### src/rtl/wrs_pkg.sv
package wrs_pkg;

  localparam int BYTE_W = 8;

  typedef enum logic [3:0] {
    ST_IDLE,
    ST_PRESENT,
    ST_WAIT_ECHO,
    ST_COMMIT,
    ST_WAIT_DONE,
    ST_READBACK,
    ST_RB_WAIT,
    ST_COMPARE,
    ST_ACK
  } wrs_state_e;

endpackage

### src/rtl/wrs_toggle_rx.sv
// Synchronises an incoming toggle and turns each flip into a one-cycle pulse.
module wrs_toggle_rx #(
  parameter int STAGES = 2
) (
  input  logic clk,
  input  logic rst_n,
  input  logic tgl_in,
  output logic flip_pulse
);

  logic synced;
  logic seen_q;

  generate
    if (STAGES < 2) begin : g_single
      logic s_q;
      always_ff @(posedge clk or negedge rst_n) begin
        if (!rst_n) s_q <= 1'b0;
        else        s_q <= tgl_in;
      end
      assign synced = s_q;
    end else begin : g_chain
      logic [STAGES-1:0] chain_q;
      always_ff @(posedge clk or negedge rst_n) begin
        if (!rst_n) chain_q <= '0;
        else        chain_q <= {chain_q[STAGES-2:0], tgl_in};
      end
      assign synced = chain_q[STAGES-1];
    end
  endgenerate

  // The seen copy always follows, so a flip is reported exactly once.
  always_ff @(posedge clk or negedge rst_n) begin
    if (!rst_n) seen_q <= 1'b0;
    else        seen_q <= synced;
  end

  assign flip_pulse = synced ^ seen_q;

endmodule

### src/rtl/wrs_ctrl.sv
// Sequencing state machine: present, echo check, commit, done, read back, compare.
module wrs_ctrl
  import wrs_pkg::*;
(
  input  logic clk,
  input  logic rst_n,
  input  logic m_valid,
  input  logic echo_ok,
  input  logic done_pulse,
  input  logic rb_ok,
  output logic accept,
  output logic commit,
  output logic rb_issue,
  output logic rb_capture,
  output logic retry,
  output logic ack
);

  wrs_state_e state_q, state_d;

  always_comb begin
    state_d    = state_q;
    accept     = 1'b0;
    commit     = 1'b0;
    rb_issue   = 1'b0;
    rb_capture = 1'b0;
    retry      = 1'b0;
    unique case (state_q)
      ST_IDLE: begin
        if (m_valid) begin
          accept  = 1'b1;
          state_d = ST_PRESENT;
        end
      end
      ST_PRESENT:   state_d = ST_WAIT_ECHO;
      ST_WAIT_ECHO: if (echo_ok) state_d = ST_COMMIT;
      ST_COMMIT: begin
        commit  = 1'b1;
        state_d = ST_WAIT_DONE;
      end
      ST_WAIT_DONE: if (done_pulse) state_d = ST_READBACK;
      ST_READBACK: begin
        rb_issue = 1'b1;
        state_d  = ST_RB_WAIT;
      end
      ST_RB_WAIT: begin
        if (done_pulse) begin
          rb_capture = 1'b1;
          state_d    = ST_COMPARE;
        end
      end
      ST_COMPARE: begin
        if (rb_ok) begin
          state_d = ST_ACK;
        end else begin
          retry   = 1'b1;
          state_d = ST_PRESENT;
        end
      end
      ST_ACK:  state_d = ST_IDLE;
      default: state_d = ST_IDLE;
    endcase
  end

  always_ff @(posedge clk or negedge rst_n) begin
    if (!rst_n) state_q <= ST_IDLE;
    else        state_q <= state_d;
  end

  assign ack = (state_q == ST_ACK);

endmodule

### src/rtl/wrs_dbg_regs.sv
// Last completed write: byte at index 0, address bytes least-significant first after it.
module wrs_dbg_regs
  import wrs_pkg::*;
#(
  parameter int AW   = 24,
  parameter int NB   = (AW + BYTE_W - 1) / BYTE_W,
  parameter int SELW = $clog2(NB + 1)
) (
  input  logic              clk,
  input  logic              rst_n,
  input  logic              load,
  input  logic [AW-1:0]     addr_in,
  input  logic [BYTE_W-1:0] data_in,
  input  logic [SELW-1:0]   sel,
  output logic [BYTE_W-1:0] rdata
);

  localparam int PADW = NB * BYTE_W;

  logic [PADW-1:0]   addr_q;
  logic [BYTE_W-1:0] data_q;
  logic [PADW-1:0]   addr_pad;

  generate
    if (PADW > AW) begin : g_pad
      assign addr_pad = {{(PADW-AW){1'b0}}, addr_in};
    end else begin : g_nopad
      assign addr_pad = addr_in;
    end
  endgenerate

  always_ff @(posedge clk or negedge rst_n) begin
    if (!rst_n) begin
      addr_q <= '0;
      data_q <= '0;
    end else if (load) begin
      addr_q <= addr_pad;
      data_q <= data_in;
    end
  end

  always_comb begin
    rdata = '0;
    if (sel == '0) rdata = data_q;
    for (int k = 0; k < NB; k++) begin
      if (int'(sel) == k + 1) rdata = addr_q[k*BYTE_W +: BYTE_W];
    end
  end

endmodule

### src/rtl/write_retry_seq.sv
module write_retry_seq
  import wrs_pkg::*;
#(
  parameter int AW          = 24,
  parameter int RCW         = 8,
  parameter int SYNC_STAGES = 2,
  localparam int NB         = (AW + BYTE_W - 1) / BYTE_W,
  localparam int SELW       = $clog2(NB + 1)
) (
  input  logic              clk,
  input  logic              rst_n,
  input  logic              m_valid,
  input  logic [AW-1:0]     m_addr,
  input  logic [BYTE_W-1:0] m_wdata,
  output logic              m_ready,
  output logic [AW-1:0]     c_addr,
  output logic [BYTE_W-1:0] c_wdata,
  output logic              c_op_wr,
  output logic              c_req_tgl,
  input  logic [AW-1:0]     c_echo_addr,
  input  logic [BYTE_W-1:0] c_echo_data,
  input  logic              c_done_tgl,
  input  logic [BYTE_W-1:0] c_rdata,
  output logic [RCW-1:0]    retry_cnt,
  input  logic [SELW-1:0]   dbg_sel,
  output logic [BYTE_W-1:0] dbg_rdata
);

  logic [AW-1:0]     addr_q;
  logic [BYTE_W-1:0] data_q;
  logic [BYTE_W-1:0] rb_q;
  logic [RCW-1:0]    retry_q;
  logic              req_q;
  logic              opwr_q;

  logic accept, commit, rb_issue, rb_capture, retry, ack;
  logic done_pulse, echo_ok, rb_ok;

  assign echo_ok = (c_echo_addr == addr_q) && (c_echo_data == data_q);
  assign rb_ok   = (rb_q == data_q);

  wrs_toggle_rx #(.STAGES(SYNC_STAGES)) u_done_rx (
    .clk        (clk),
    .rst_n      (rst_n),
    .tgl_in     (c_done_tgl),
    .flip_pulse (done_pulse)
  );

  wrs_ctrl u_ctrl (
    .clk        (clk),
    .rst_n      (rst_n),
    .m_valid    (m_valid),
    .echo_ok    (echo_ok),
    .done_pulse (done_pulse),
    .rb_ok      (rb_ok),
    .accept     (accept),
    .commit     (commit),
    .rb_issue   (rb_issue),
    .rb_capture (rb_capture),
    .retry      (retry),
    .ack        (ack)
  );

  // Captured request, held for the whole sequence including retries.
  always_ff @(posedge clk or negedge rst_n) begin
    if (!rst_n) begin
      addr_q <= '0;
      data_q <= '0;
    end else if (accept) begin
      addr_q <= m_addr;
      data_q <= m_wdata;
    end
  end

  // Command toggle and direction, updated together.
  always_ff @(posedge clk or negedge rst_n) begin
    if (!rst_n) begin
      req_q  <= 1'b0;
      opwr_q <= 1'b0;
    end else if (commit || rb_issue) begin
      req_q  <= ~req_q;
      opwr_q <= commit;
    end
  end

  always_ff @(posedge clk or negedge rst_n) begin
    if (!rst_n)          rb_q <= '0;
    else if (rb_capture) rb_q <= c_rdata;
  end

  always_ff @(posedge clk or negedge rst_n) begin
    if (!rst_n)          retry_q <= '0;
    else if (accept)     retry_q <= '0;
    else if (retry && (retry_q != {RCW{1'b1}}))
                         retry_q <= retry_q + 1'b1;
  end

  wrs_dbg_regs #(.AW(AW), .NB(NB), .SELW(SELW)) u_dbg (
    .clk     (clk),
    .rst_n   (rst_n),
    .load    (ack),
    .addr_in (addr_q),
    .data_in (data_q),
    .sel     (dbg_sel),
    .rdata   (dbg_rdata)
  );

  assign m_ready   = ack;
  assign c_addr    = addr_q;
  assign c_wdata   = data_q;
  assign c_op_wr   = opwr_q;
  assign c_req_tgl = req_q;
  assign retry_cnt = retry_q;

endmodule

### config.mk
export PLATFORM = sky130hd
export DESIGN_NAME = write_retry_seq
export DESIGN_NICKNAME = d
export VERILOG_FILES = /design/src/rtl/wrs_pkg.sv /design/src/rtl/wrs_toggle_rx.sv /design/src/rtl/wrs_ctrl.sv /design/src/rtl/wrs_dbg_regs.sv /design/src/rtl/write_retry_seq.sv
export SDC_FILE = /design/constraint.sdc
export NUM_CORES = 1
export LEC_CHECK = 0
export BUFFER_PORTS_ARGS = -buffer_cell sky130_fd_sc_hd__buf_2
export CAP_MARGIN = 20
export CELL_PAD_IN_SITES_DETAIL_PLACEMENT = 1
export CELL_PAD_IN_SITES_GLOBAL_PLACEMENT = 1
export CORE_UTILIZATION = 44
export CTS_CLUSTER_SIZE = 28
export DETAILED_ROUTE_END_ITERATION = 8
export PLACE_DENSITY_LB_ADDON = 0.1
export SETUP_SLACK_MARGIN = 0.02
export SLEW_MARGIN = 20
export SYNTH_ARGS = -nofsm -noshare
export SYNTH_HDL_FRONTEND = slang
export SYNTH_HIERARCHICAL = 1
export SYNTH_SLANG_ARGS = --single-unit
### constraint.sdc
create_clock -name clk -period 3.4 [get_ports clk]
set_input_delay 0.17 -clock clk [delete_from_list [all_inputs] [get_ports clk]]
set_output_delay 0.17 -clock clk [all_outputs]
set_load 0.1 [all_outputs]
==> metrics.txt <==
number of buffer cells added on primary ports=128; die height=99.01 um; Non-Filler Instances=544; data required time of the worst path=3.61 ns; via count of the first global-routing pass=3021; register area share after synthesis=53.79%; share of post-route cells with drive strength above 1=54.04%; width of the chip=99.01 um; setup TNS=0 ns; cell count after synthesis=296; filler cell count=955; area occupied by multi-input gates=0.001831 sq mm; clk buf depth=2; top-area cell type share of the netlist area=53.79%; asr flop ratio synth=100.0%; Worst Tran Pin Value=0.8086 ns; post-cts repair resize count=0; dominant synthesized flop cell=dfrtp_1; run status=completed; final antenna diode count=0; Setup-failing EPs final=0; EDFF count, synth=0; number of synthesized register bits=89; clk sink count=89; estimated wirelength of the detail-placed design=7.195 mm; clock tree from TritonCTS=done; xor/xnor share of the synthesized area=9.731%; part of the cycle the worst path needs=59.50%; buffers inserted by post-CTS timing repair=0; worst hold path type=input port to flop; post-synthesis share of cell area spent on and, or, nand and nor gates=7.102%; core region area=0.009196 sq mm; path depth of the worst reg2reg path=8; setup repair after global routing missed its margin=no; complex-gate fraction of the synthesized area=2.115%; initial antenna violation count=0; hold path startpoint=m_addr[18]; global-route wire length before repair=16.05 mm; critical path fanouts, max=6; Achievable Freq=494.4 MHz; total placed cells including tap cells=526; Setup Skew=0.009965 ns; Initial Utilization=45.02%; vias post-DR=2800; num rows=35; Reg area=0.002227 sq mm; placement-stage cell area=0.004872 sq mm; total congestion overflow after global routing=0; worst setup path startpoint=c_wdata[1]; mux cell area share after synthesis=24.36%; post-layout utilization of the core=56.24%; startpoint type of the worst setup path=flop; number of nets with antenna violations after detailed routing=0; Crit Reg-Reg Startpoint=c_wdata[1]; post-synthesis instance area=0.004140 sq mm; combinational family with the most area after synthesis=multiplexers; clock slew seen by the registers of the worst setup and hold paths=0.09 ns; most used standard cells in the synthesized netlist=dfrtp_1, mux2_2, xor2_1, nor2_1, xnor2_1; CTS Hold Bufs=2; number of design-rule violations left by the first detailed-router iteration=118; CTS Root Buffer Type=clkbuf_8; min cycle time layout=2.023 ns; Post-Synth Adder-Cell Area=0.3022%; pin count of the biggest net entering global routing=63; total track usage=21.73%; cell accounting for the most synthesized area=dfrtp_1; relative slew slack=46.10%; Yosys warning total=6; count of cells along the worst hold path=2; most instantiated library cell after synthesis=dfrtp_1; Crit. End Element=flop; final design area excluding fillers=0.005172 sq mm; critical path start-end classification=flop to flop; max-cap check violation count=0; average instance area after synthesis=13.99 sq um; count of boundary I/O pins=129; critical path arrival=2.24 ns; Final Net Count=507; Total Die Area=0.009802 sq mm; final slew viol count=0; Total Wirelength=9.818 mm; final hold violation count=0; CTS H-Tree Depth=3; top post-synthesis cells by area=dfrtp_1, mux2_2, xor2_1; number of nets produced by synthesis=375; count of TritonRoute iterations in the first routing pass=4; DRC violation count after routing=0; WL per Instance=18.05 um; total clock buffers created by CTS=9; synth-to-layout area growth=24.93%; Vias/cell=5.147; Unique masters post-synth=35; weighted congestion at the end of routability-driven global placement=0.7772; insertion delay to the later sink of the worst-skew pair=0.34 ns
-- through the flow --
| step | hold slack [ns] | setup slack, ns |
|---|---|---|
| 6_report | 0.05202 | 1.377 |
| 5_1_grt | 0.02651 | 1.236 |
| 4_1_cts | 0.03535 | 1.271 |
| 3_5_place_dp | 0.2880 | 1.301 |
| 3_3_place_gp | 0.2819 | 1.335 |
| 2_1_floorplan | -0.1256 | 0.07817 |
-- layout make-up --
class	count	area share, %
Multi-Input combinational cell	192	35.39
Inverter	2	0.1451
Sequential cell	89	43.06
Tap cell	111	2.685
Timing Repair Buffer	134	13.40
Clock buffer	10	2.661
Clock inverter	6	2.661
-- cells in the final DEF, fill, tap and decap left out, drive strengths merged, types with 3 or more instances in the layout --
cell type	n
nor2	15
mux4	8
nand2	4
buf	132
dfrtp	89
inv	3
nor3	9
nand3	3
xnor2	10
nor4	8
bufinv	4
mux2	72
nor2b	3
clkbuf	10
xor2	36
nand4	6
-- logic make-up after synthesis --
kind of cell | after synthesis
xor gates and xnor gates | 46
muxes | 81
adders and majority gates | 1
and+or+nand+nor | 53
DFF | 89
AOI/OAI and AO/OA | 11
buffers and inverters | 15
-- critical path: stages, from the launching register on --
cell and delay, ns:
dfrtp_1 0.52, xnor2_1 0.19, nand4_1 0.10, nor2_1 0.08, nor3_4 0.32, nand4_1 0.23
a41o_1 0.26, xor2_1 0.14, nor2_1 0.05
-- metal layers --
metal  vias to the layer above  part of all wire, %  global-route usage, %
li1                       1316                    -                      -
met1                      1410                   44                  29.30
met2                        68                   51                  35.88
met3                         6                  4.3                  4.326
met4                         0                 0.79                  5.970
met5                         -                    0                      0
-- final timing paths --
path | end | slack [ns]
worst min-delay path | c_addr[18] | 0.05
worst max-delay path | retry_cnt[3] | 1.38
max in group asynchronous | u_dbg/addr_q[22] | 2.05
worst max register to register | retry_cnt[3] | 1.38
min in group asynchronous | c_req_tgl | 0.44
worst min register to register | u_done_rx/g_chain.chain_q[1] | 0.38
-- flip-flops by register name, indices dropped and copies added (netlist names) --
register                   count
u_dbg/data_q                   8
c_op_wr                        1
retry_cnt                      8
c_wdata                        8
c_req_tgl                      1
u_ctrl/state_q                 4
u_dbg/addr_q                  24
u_done_rx/g_chain.chain_q      2
rb_q                           8
c_addr                        24
u_done_rx/seen_q               1
Power is not shown: default switching activity piles up to over one toggle a cycle in this logic, so the estimate is an artifact.
